### config.mk
export PLATFORM = sky130hd
export DESIGN_NAME = ldspec_gate
export DESIGN_NICKNAME = d
export VERILOG_FILES = /design/src/rtl/ldspec_pkg.sv /design/src/rtl/ldspec_table.sv /design/src/rtl/ldspec_track.sv /design/src/rtl/ldspec_resolve.sv /design/src/rtl/ldspec_gate.sv
export SDC_FILE = /design/constraint.sdc
export NUM_CORES = 1
export LEC_CHECK = 0
export BUFFER_PORTS_ARGS = -buffer_cell sky130_fd_sc_hd__buf_2
export CAP_MARGIN = 15
export CORE_UTILIZATION = 30
export CTS_CLUSTER_SIZE = 30
export DETAILED_ROUTE_END_ITERATION = 8
export PLACE_DENSITY_LB_ADDON = 0.3
export SETUP_SLACK_MARGIN = 0.5
export SLEW_MARGIN = 25
export SYNTH_ARGS = -nofsm -noshare
export SYNTH_HDL_FRONTEND = slang
export SYNTH_HIERARCHICAL = 1
export SYNTH_SLANG_ARGS = --single-unit
### constraint.sdc
create_clock -name clk -period 2.4 [get_ports clk]
set_input_delay 0.72 -clock clk [delete_from_list [all_inputs] [get_ports clk]]
set_output_delay 0.72 -clock clk [all_outputs]
set_load 0.03 [all_outputs]
### src/rtl/ldspec_pkg.sv
package ldspec_pkg;

  typedef logic [1:0] sat2_t;

  localparam sat2_t SAT2_MAX = 2'd3;
  localparam sat2_t SAT2_MIN = 2'd0;

  typedef enum logic [1:0] {
    OUT_NONE      = 2'd0,
    OUT_SQUASH    = 2'd1,
    OUT_LATE_WAKE = 2'd2
  } outcome_e;

  // Saturating step of a 2-bit confidence counter.
  function automatic sat2_t sat2_step(input sat2_t cur, input logic hit);
    if (hit)
      return (cur == SAT2_MAX) ? cur : sat2_t'(cur + 2'd1);
    else
      return (cur == SAT2_MIN) ? cur : sat2_t'(cur - 2'd1);
  endfunction

  // Upper half of the counter range permits speculation.
  function automatic logic sat2_allows(input sat2_t cur);
    return cur[1];
  endfunction

  // What happens when a tracked load meets its cache outcome.
  function automatic outcome_e judge(input logic ld_vld, input logic spec,
                                     input logic res_vld, input logic hit);
    if (!(ld_vld && res_vld)) return OUT_NONE;
    if (spec)                 return hit ? OUT_NONE : OUT_SQUASH;
    return hit ? OUT_LATE_WAKE : OUT_NONE;
  endfunction

endpackage

### src/rtl/ldspec_table.sv
module ldspec_table
  import ldspec_pkg::*;
#(
  parameter int    IDX_W    = 6,
  parameter sat2_t CTR_INIT = 2'd3
) (
  input  logic             clk,
  input  logic             rst_n,
  input  logic [IDX_W-1:0] rd_idx,
  output logic             rd_spec,
  input  logic             wr_en,
  input  logic [IDX_W-1:0] wr_idx,
  input  logic             wr_hit
);

  localparam int ENTRIES = 1 << IDX_W;

  sat2_t ctr_q [ENTRIES];

  for (genvar e = 0; e < ENTRIES; e++) begin : g_ent
    logic hit_here;
    assign hit_here = wr_en && (wr_idx == IDX_W'(e));
    always_ff @(posedge clk or negedge rst_n) begin
      if (!rst_n)        ctr_q[e] <= CTR_INIT;
      else if (hit_here) ctr_q[e] <= sat2_step(ctr_q[e], wr_hit);
    end
  end

  // Read sees the registered value: a same-cycle update is not bypassed.
  assign rd_spec = sat2_allows(ctr_q[rd_idx]);

endmodule

### src/rtl/ldspec_track.sv
module ldspec_track #(
  parameter int TAG_W    = 6,
  parameter int SPEC_LAT = 3,
  parameter int RSL_LAT  = 5
) (
  input  logic             clk,
  input  logic             rst_n,
  input  logic             in_vld,
  input  logic             in_spec,
  input  logic [TAG_W-1:0] in_tag,
  output logic             early_vld,
  output logic [TAG_W-1:0] early_tag,
  output logic             tail_vld,
  output logic             tail_spec,
  output logic [TAG_W-1:0] tail_tag
);

  typedef struct packed {
    logic             vld;
    logic             spec;
    logic [TAG_W-1:0] tag;
  } stage_t;

  stage_t stage_q [RSL_LAT];

  for (genvar s = 0; s < RSL_LAT; s++) begin : g_stage
    stage_t nxt;
    if (s == 0) begin : g_head
      assign nxt = '{vld: in_vld, spec: in_spec, tag: in_tag};
    end else begin : g_body
      assign nxt = stage_q[s-1];
    end
    always_ff @(posedge clk or negedge rst_n) begin
      if (!rst_n) stage_q[s] <= '0;
      else        stage_q[s] <= nxt;
    end
  end

  assign early_vld = stage_q[SPEC_LAT-1].vld && stage_q[SPEC_LAT-1].spec;
  assign early_tag = stage_q[SPEC_LAT-1].tag;
  assign tail_vld  = stage_q[RSL_LAT-1].vld;
  assign tail_spec = stage_q[RSL_LAT-1].spec;
  assign tail_tag  = stage_q[RSL_LAT-1].tag;

endmodule

### src/rtl/ldspec_resolve.sv
module ldspec_resolve
  import ldspec_pkg::*;
#(
  parameter int TAG_W = 6
) (
  input  logic             ld_vld,
  input  logic             ld_spec,
  input  logic [TAG_W-1:0] ld_tag,
  input  logic             res_vld,
  input  logic             res_hit,
  output logic             squash_vld,
  output logic [TAG_W-1:0] squash_tag,
  output logic             late_vld,
  output logic [TAG_W-1:0] late_tag
);

  outcome_e verdict;

  assign verdict    = judge(ld_vld, ld_spec, res_vld, res_hit);
  assign squash_vld = (verdict == OUT_SQUASH);
  assign late_vld   = (verdict == OUT_LATE_WAKE);
  assign squash_tag = squash_vld ? ld_tag : '0;
  assign late_tag   = late_vld   ? ld_tag : '0;

endmodule

### src/rtl/ldspec_gate.sv
module ldspec_gate
  import ldspec_pkg::*;
#(
  parameter int    PC_W     = 32,
  parameter int    TAG_W    = 6,
  parameter int    IDX_W    = 6,
  parameter int    OFS_W    = 2,
  parameter int    SPEC_LAT = 3,
  parameter int    RSL_LAT  = 5,
  parameter sat2_t CTR_INIT = 2'd3
) (
  input  logic             clk,
  input  logic             rst_n,
  input  logic             iss_vld,
  input  logic [PC_W-1:0]  iss_pc,
  input  logic [TAG_W-1:0] iss_tag,
  input  logic             res_vld,
  input  logic [PC_W-1:0]  res_pc,
  input  logic             res_hit,
  output logic             early_wake_vld,
  output logic [TAG_W-1:0] early_wake_tag,
  output logic             late_wake_vld,
  output logic [TAG_W-1:0] late_wake_tag,
  output logic             squash_vld,
  output logic [TAG_W-1:0] squash_tag
);

  localparam int IDX_HI = OFS_W + IDX_W;

  function automatic logic [IDX_W-1:0] pc_index(input logic [PC_W-1:0] pc);
    return pc[OFS_W +: IDX_W];
  endfunction

  // Named internal events (observed by the bound checker).
  logic             tbl_spec;
  logic             early_raw;
  logic [TAG_W-1:0] early_tag_raw;
  logic             tail_vld;
  logic             tail_spec;
  logic [TAG_W-1:0] tail_tag;
  logic             rs_spec_vld;
  logic             unused_pc_bits;

  assign unused_pc_bits = ^{iss_pc[PC_W-1:IDX_HI], iss_pc[OFS_W-1:0],
                            res_pc[PC_W-1:IDX_HI], res_pc[OFS_W-1:0]};

  ldspec_table #(
    .IDX_W    (IDX_W),
    .CTR_INIT (CTR_INIT)
  ) u_table (
    .clk     (clk),
    .rst_n   (rst_n),
    .rd_idx  (pc_index(iss_pc)),
    .rd_spec (tbl_spec),
    .wr_en   (res_vld),
    .wr_idx  (pc_index(res_pc)),
    .wr_hit  (res_hit)
  );

  ldspec_track #(
    .TAG_W    (TAG_W),
    .SPEC_LAT (SPEC_LAT),
    .RSL_LAT  (RSL_LAT)
  ) u_track (
    .clk       (clk),
    .rst_n     (rst_n),
    .in_vld    (iss_vld),
    .in_spec   (tbl_spec),
    .in_tag    (iss_tag),
    .early_vld (early_raw),
    .early_tag (early_tag_raw),
    .tail_vld  (tail_vld),
    .tail_spec (tail_spec),
    .tail_tag  (tail_tag)
  );

  assign rs_spec_vld    = tail_vld && tail_spec;
  assign early_wake_vld = early_raw;
  assign early_wake_tag = early_raw ? early_tag_raw : '0;

  ldspec_resolve #(
    .TAG_W (TAG_W)
  ) u_resolve (
    .ld_vld     (tail_vld),
    .ld_spec    (tail_spec),
    .ld_tag     (tail_tag),
    .res_vld    (res_vld),
    .res_hit    (res_hit),
    .squash_vld (squash_vld),
    .squash_tag (squash_tag),
    .late_vld   (late_wake_vld),
    .late_tag   (late_wake_tag)
  );

endmodule

# [Yosys cells after proc, flatten, opt, wreduce, memory -nomap -nowiden]
# Cells that the tools add are included.
[totals] wordCells=867 output_inout_bits=21 regBits=168 inputBits=75
[op_classes] bitwise_logic=1 add_sub_neg=128 n_eq_ne=257 n_mux=206 n_reduce_logical=195 order_cmp=1
[ops] op="$mux 2" n=199
[ops] op="$ne 2x2->1 const B" n=128
[ops] op="$eq 6x6->1 const B" n=32
[ops] op="$reduce_and 3->1" n=64
[ops] op="$eq 2x2->1 const B" n=65
[ops] op="$add 2x1->2 const B" n=64
[ops] op="$logic_not 2->1" n=64
[ops] op="$sub 2x1->2 const B" n=64
[ops] op="$eq 6x5->1 const B" n=16
[ops] op="$logic_and 1x1->1" n=66
[ops] op="$eq 6x4->1 const B" n=8
[ops] op="$eq 6x3->1 const B" n=4
[ops] op="$mux 6" n=3
[ops] op="$bmux 2 s6" n=1
[ops] op="$eq 6x2->1 const B" n=2
[ops] op="$ge 7x7->1 const B" n=1
[ops] op="$not 6->7" n=1
[ops] op="$eq 6x1->1 const B" n=1
[ops] op="$logic_not 6->1" n=1
[ops] op="$mux 1" n=3
[ops] op="$eq 2x1->1 const B" n=1

# [Depth between registers and ports, before layout]
# Gate-level depths: netlist (run 1).
[logic_depth] depth_word=7 mapped_depth=7 depth_no_buf=4

# [Cells and area by module]
# The synthesis (run 1) kept the hierarchy.
[modules_own_cells] mod="ldspec_table" instances=1 area_per_inst_um2=7403.4 seq_area_each_um2=3363.2 cells_each=812
[modules_own_cells] mod="ldspec_track" instances=1 area_per_inst_um2=1052.3 seq_area_each_um2=1001.0 cells_each=47
[modules_own_cells] mod="ldspec_resolve" instances=1 area_per_inst_um2=103.8 seq_area_each_um2=0.0 cells_each=23
[modules_own_cells] mod="ldspec_gate" instances=1 area_per_inst_um2=37.5 seq_area_each_um2=0.0 cells_each=6

# [Worst setup path after synthesis (run 1)]
# Ideal clock, no wire load.
[synth_path] kind="input-to-reg" startpoint="input port iss_pc[4]" endpoint="register u_track.stage_q, in the netlist u_track/g_stage[1].nxt[6]" t_required_ns=2.278 setup_time_ns=0.122 slack_ns=0.106 cell_stages=5 arrival_ns=2.172 n_path_buf=1 cell_sequence="buf_6 > mux4_1 > mux4_2 > or2_0 > a32o_1"
[synth_via] elab_chain_len=4
[synth_rtl] item="start: declaration" line="ldspec_gate.sv:15" source="input logic [PC_W-1:0] iss_pc,"
[synth_rtl] item="$not 6->7 (not written as such)" line="ldspec_table.sv:30" source="assign rd_spec = sat2_allows(ctr_q[rd_idx]);"
[synth_rtl] item="$bmux 2 s6" line="ldspec_table.sv:30"
[synth_rtl] item="$mux 2 (not written as such) (2 in series)" line="ldspec_table.sv:30"
[synth_rtl] item="via tbl_spec" line="ldspec_gate.sv:35" source="logic tbl_spec;"
[synth_rtl] item="end signal: indexed assignment" line="ldspec_track.sv:35" source="else stage_q[s] <= nxt;"
[synth_rtl] item="end: declaration" line="ldspec_track.sv:24" source="stage_t stage_q [RSL_LAT];"
# The timed path passes the listed nets, and every way through them passes these cells. The select of a mux whose other input is x is not followed.
# A chain may end at the register's enable or synchronous reset.

# [Worst setup path after layout (run 1)]
[layout_path] startpoint="input port res_vld" endpoint="output port late_wake_tag[3]"
[layout_via] elab_chain_len=4
[layout_rtl] item="start: declaration" line="ldspec_gate.sv:17" source="input logic res_vld,"
[layout_rtl] item="$logic_and 1x1->1" line="ldspec_pkg.sv:30" source="if (!(ld_vld && res_vld)) return OUT_NONE;"
[layout_rtl] item="$mux 2" line="ldspec_pkg.sv:31" source="if (spec) return hit ? OUT_NONE : OUT_SQUASH;"
[layout_rtl] item="$eq 2x2->1" line="ldspec_resolve.sv:21" source="assign late_vld = (verdict == OUT_LATE_WAKE);"
[layout_rtl] item="$mux 6" line="ldspec_resolve.sv:23" source="assign late_tag = late_vld ? ld_tag : '0;"
[layout_rtl] item="end: declaration" line="ldspec_gate.sv:23" source="output logic [TAG_W-1:0] late_wake_tag,"
# Every way passes these cells.

==> results of run 1 <==
[sequential cells by signal (all words and copies together) (netlist names)]
name and flops:
u_track/g_stage.nxt 26, u_track/tail_tag 6, u_track/early_tag 6, u_track/tail_spec 1, u_table/ctr_q 128, u_track/tail_vld 1
[Yosys cell counts, drive strengths merged]
library cell / n
a41oi: 1
nand3b: 3
o21a: 1
a21boi: 1
clkbuf: 33
a221o: 27
buf: 34
dfrtp: 40
dfstp: 128
nor2b: 3
a32o: 1
and4: 1
o2111ai: 5
inv: 8
and3: 2
nor2: 84
nor3b: 33
o21ai: 165
and2: 7
a211oi: 31
o211ai: 1
and4b: 4
nand2: 94
nand3: 22
a31oi: 81
or2: 1
and3b: 2
a21oi: 42
nor4: 1
mux4: 17
and4bb: 2
nand2b: 2
nor4b: 4
nor4bb: 4
a22oi: 2
nand4: 1
[per-layer routing]
metal  up-vias  routed length [um]  global-route usage, %
met5         -                   0                      0
met4         0                 208                   4.00
met3        13                 772                   2.23
met2       123               10100                   24.4
met1      3483                9600                   20.0
li1       3420                   -                      -
[repair_timing]
item	CTS	global route
gates resized for setup	62	3
hold endpoints to repair	0	0
pin swaps	6	3
cloned	0	0
endpoints found under the setup margin	22	22
buffers inserted	4	1
[power by group]
| group | internal [uW] | leakage [uW] | switching [uW] |
|---|---|---|---|
| combinational | 225 | 0.00167 | 355 |
| clock | 1430 | 0.000297 | 1380 |
| sequential | 3050 | 0.00180 | 131 |
[layout make-up]
class / instances / share of cell area [%]
repair buffers: 89 / 8.23
clock buffers: 17 / 4.09
inverters: 8 / 0.289
multi-input cells: 645 / 38.9
clock inverters: 15 / 1.90
well taps: 378 / 4.55
flip-flops and latches: 168 / 42.0
[final timing paths]
path	start	endpoint
max	res_vld	late_wake_tag[3]
min in group clk	u_track/g_stage[4].nxt[6]	u_track/tail_spec
max in group asynchronous	rst_n	u_table/ctr_q[15]
min	rst_n	u_track/g_stage[1].nxt[3]
max reg2reg	u_table/ctr_q[87]	u_track/g_stage[1].nxt[6]
min reg2reg	u_track/g_stage[4].nxt[6]	u_track/tail_spec
[per-stage QoR]
step | utilization [%] | setup WS, ns | hold WS [ns] | TNS [ns]
after floorplan | - | 0.150 | 0.331 | 0
after global placement | 34.0 | -0.00507 | 0.331 | -0.00507
after detailed placement | 34.0 | -0.0289 | 0.335 | -0.0289
after CTS | 37.0 | 0.317 | 0.206 | 0
after global routing | 37.1 | 0.261 | 0.211 | 0
final | 37.1 | 0.321 | 0.192 | 0
[critical path, cell delays in order]
cell,delay (ns)
buf_4,0.18
nand3_1,0.18
nor2_2,0.14
buf_6,0.14
[logic make-up after synthesis]
| logic type | after synthesis | synth area share [%] |
|---|---|---|
| compound gates | 358 | 25.0 |
| buf+inv | 75 | 3.90 |
| flops | 168 | 50.8 |
| mux | 17 | 4.63 |
| simple gates | 270 | 15.7 |
==> flow_summary.ini, run 1 <==
[status]
status = finished clean

[route]
drt-initial-drc-count = 494
post_drt_via_cell_ratio = 5.33
final_antenna_net_count = 0
vias = 7039
drt_wl_total_um = 20700
detail_route.first_pass.iterations = 5
detail_route.wl_per_cell_um = 15.7
drc = 0

[place]
placed_cells = 1283
dp.final_hpwl_um = 13200
globalplace.congestion = 0.733
port-buffer-count = 43
placed_cell_area_mm2 = 0.00953

[yosys]
postSynthAreaPerCell_um2 = 9.68
synthesized_area_mm2 = 0.00860
part_of_the_yosys_area_used_for_sequential_elements_pct = 50.8
yosys_warnings = 6
netlist.top_cell.by_area = dfstp_2
synth-seq-cells = 168
synthDominantCellAreaShare_pct = 39.1
synth_area_leaders = dfstp_2, dfrtp_1, o21ai_0
synthDistinctLibCells = 44
postSynthNetCount = 963
syn_inst = 888

[setup_path]
endpoint_kind = output port
cp_data_arrival_time_ns = 1.36
critical_path_source_type = input port
r2r_cells = 4
worstPathRequired_ns = 1.68
start_to_end_type_of_the_worst_setup_path = in2out
critical_path_peak_fanout = 11
timing.reg2reg.setup_slack_ns = 0.52

[clock_tree]
worstSkewPairLatency_ns = 0.44
cts_buffer_depth = 2
cts_root_buf = clkbuf_16
cts_hold_buf = 0
cts_sinks = 168
tritoncts.num_buffers = 17
cts_tree = yes
clkSlewWorstSetupHoldPaths_ns = 0.08
ctsHtreeMaxLevel = 4

[power_and_ir_drop]
vdd_drop_max_mv = 0.330
p_total_uw = 6570
power.density_cell_area_mw_per_mm2 = 632
cellLeakagePower_uw = 0.00377

[global_route]
aggregate_global_route_resource_usage_pct = 14.7
grt_pass1_vias = 6392
globalRouteOverflowTotal = 0
largest_net_degree_at_the_start_of_global_routing = 75
grt_first_pass_wirelength_um = 33800
antenna_found_initial = 0

[cells_and_area]
final_net_count = 1004
finalNonFillerCells = 1320
fillcell_total = 2750
mostFrequentLayoutCell = o21ai_0
drive_gt1_share_pct = 32.1
most-common-layout-cells = o21ai_0, dfstp_2, nand2_1
antenna_cells_inserted = 0
regArea_mm2 = 0.00437
finish.instance_area_mm2 = 0.0104
multi_input_comb_area_mm2 = 0.00405
flow.area_growth_from_synthesis_pct = 20.9

[timing]
post-route-min-period_ns = 2.08
unrepaired_setup_endpoints_after_global_routing = yes
timing_worst_slew_pin_value_ns = 0.538
maxSlewViolCount = 0
max_freq_mhz = 481
fin_skew_ns = 0.00917
finalHoldViolCount = 0
max_slew_margin_pct = 64.2
min_period_over_period_pct = 86.6
finish_stage_setup_viols = 0

[die]
pin_count = 96
dieArea_mm2 = 0.0293
initial_core_util_pct = 30.7
num_rows = 61
chipWidth_um = 171
chipHeight_um = 171
placeableCoreArea_mm2 = 0.0280

[job]
drv.max_cap_violation_count = 0

[min_path]
min_delay_worst_type = in2async
No activity file was read; power rests on OpenSTA's default activity.
==> run 2, diff against run 1 <==
==> constraint.sdc (replaced) <==
create_clock -name clk -period 2.6 [get_ports clk]
set_input_delay 0.78 -clock clk [delete_from_list [all_inputs] [get_ports clk]]
set_output_delay 0.78 -clock clk [all_outputs]
set_load 0.03 [all_outputs]
==> run 2 against run 1 <==
Hold slack improved by 0.038 ns. Critical endpoint unchanged. Clock power fell by 7.5%. Sequential share of layout area barely moved. Via count barely moved. Combinational power fell by 6.2%. Worst setup slack improved by 0.12 ns. Global-route usage rose by 0.39 points.
==> flow_summary.ini, run 2 (synthesis results as in run 1) <==
[route]
final_antenna_net_count = 0
detail_route.wl_per_cell_um = 16.1
drt-initial-drc-count = 549
drc = 0
vias = 7034
post_drt_via_cell_ratio = 5.36
detail_route.first_pass.iterations = 5
drt_wl_total_um = 21100

[timing]
post-route-min-period_ns = 2.16
finalHoldViolCount = 0
maxSlewViolCount = 0
unrepaired_setup_endpoints_after_global_routing = yes
fin_skew_ns = 0.00995
timing_worst_slew_pin_value_ns = 0.513
min_period_over_period_pct = 83.2
finish_stage_setup_viols = 0
max_freq_mhz = 462
finalSetupTns_ns = 0
max_slew_margin_pct = 65.8

[setup_path]
start_to_end_type_of_the_worst_setup_path = in2out
worstPathRequired_ns = 1.82
endpoint_kind = output port
r2r_cells = 4
critical_path_source_type = input port
cp_data_arrival_time_ns = 1.38
critical_path_peak_fanout = 7

[die]
num_rows = 61
chipHeight_um = 171
dieArea_mm2 = 0.0293
pin_count = 96
chipWidth_um = 171
placeableCoreArea_mm2 = 0.0280
initial_core_util_pct = 30.7

[status]
status = finished clean

[clock_tree]
clkSlewWorstSetupHoldPaths_ns = 0.08
worstSkewPairLatency_ns = 0.44
cts_buffer_depth = 2
cts_hold_buf = 0
tritoncts.num_buffers = 17
cts_root_buf = clkbuf_16
ctsHtreeMaxLevel = 4
cts_sinks = 168
cts_tree = yes

[global_route]
antenna_found_initial = 0
globalRouteOverflowTotal = 0
grt_pass1_vias = 6451
largest_net_degree_at_the_start_of_global_routing = 75
aggregate_global_route_resource_usage_pct = 15.1
grt_first_pass_wirelength_um = 34500

[power_and_ir_drop]
vdd_drop_max_mv = 0.442
power.density_cell_area_mw_per_mm2 = 586
p_total_uw = 6080
cellLeakagePower_uw = 0.00374

[cells_and_area]
largest-register = u_table/ctr_q
mostFrequentLayoutCell = o21ai_0
drive_gt1_share_pct = 31.9
antenna_cells_inserted = 0
fillcell_total = 2733
most-common-layout-cells = o21ai_0, dfstp_2, nand2_1
number_of_flip_flops_in_the_largest_register = 128
flow.area_growth_from_synthesis_pct = 20.8
final_net_count = 997

[place]
dp.final_hpwl_um = 13000
port-buffer-count = 43
globalplace.congestion = 0.753

[min_path]
min_delay_worst_type = in2async

[job]
drv.max_cap_violation_count = 0
[run 2: cell types whose count changed in the layout (fill, tap and decap cells not counted), moves of 2 or more]
cell	change
buf_4	-6
buf_12	-2
nor2_4	+7
nand3_1	-2
buf_2	+3
nand3_4	+6
nor2_2	-7
nand3_2	-4
[run 2: power by group]
group          internal, uW  total (uW)  leakage [uW]  switching [uW]
clock                  1320        2600      0.000300            1280
combinational           203         544       0.00163             340
sequential             2810        2930       0.00180             123
[run 2: layout make-up]
type                       instances  area, um^2  area share (%)
tap                              378         473            4.55
inverter                           8        30.0           0.289
clock buffer                      17         425            4.10
clock inverter                    15         194            1.87
multi-input combinational        645        4140            39.8
sequential                       168        4370            42.0
timing repair buffer              82         759            7.31
[run 2: stage by stage]
stage               hold slack (ns)  cells  area, um^2  worst slack [ns]  util, %
global route                  0.230   1313       10400             0.405     37.1
detailed placement            0.335   1276        9380            0.0918     33.5
finish                        0.230   1313       10400             0.436     37.1
global placement              0.331   1276        9380             0.119     33.5
CTS                           0.231   1310       10300             0.452     36.6
floorplan                     0.331    888        8620             0.290        -
[run 2: worst max-delay path: stages]
cell	delay, ns
buf_8	0.09
buf_4	0.13
nand2b_4	0.19
nor2_4	0.05
buf_6	0.13
[run 2: final timing paths]
| kind | slack (ns) | to | from |
|---|---|---|---|
| min reg2reg | 0.35 | u_track/g_stage[3].nxt[6] | u_track/g_stage[2].nxt[6] |
| max in group asynchronous | 1.67 | u_table/ctr_q[123] | rst_n |
| min in group clk | 0.35 | u_track/g_stage[3].nxt[6] | u_track/g_stage[2].nxt[6] |
| max | 0.44 | late_wake_tag[3] | res_hit |
| min | 0.23 | u_track/g_stage[1].nxt[4] | rst_n |
| max reg2reg | 0.69 | u_track/g_stage[1].nxt[6] | u_table/ctr_q[81] |
[run 2: what timing repair did]
action                                  CTS  global route
setup buffers                             2             3
pin swaps                                 5            10
resized for setup                        70            21
endpoints found under the setup margin   20            20
[run 2: routing by layer]
| layer | global-route usage, % | vias up | share of wire, % |
|---|---|---|---|
| met2 | 24.6 | 108 | 48 |
| met3 | 2.69 | 13 | 3.1 |
| met5 | 0 | - | 0 |
| met1 | 20.6 | 3494 | 48 |
| li1 | - | 3419 | - |
| met4 | 4.19 | 0 | 0.95 |
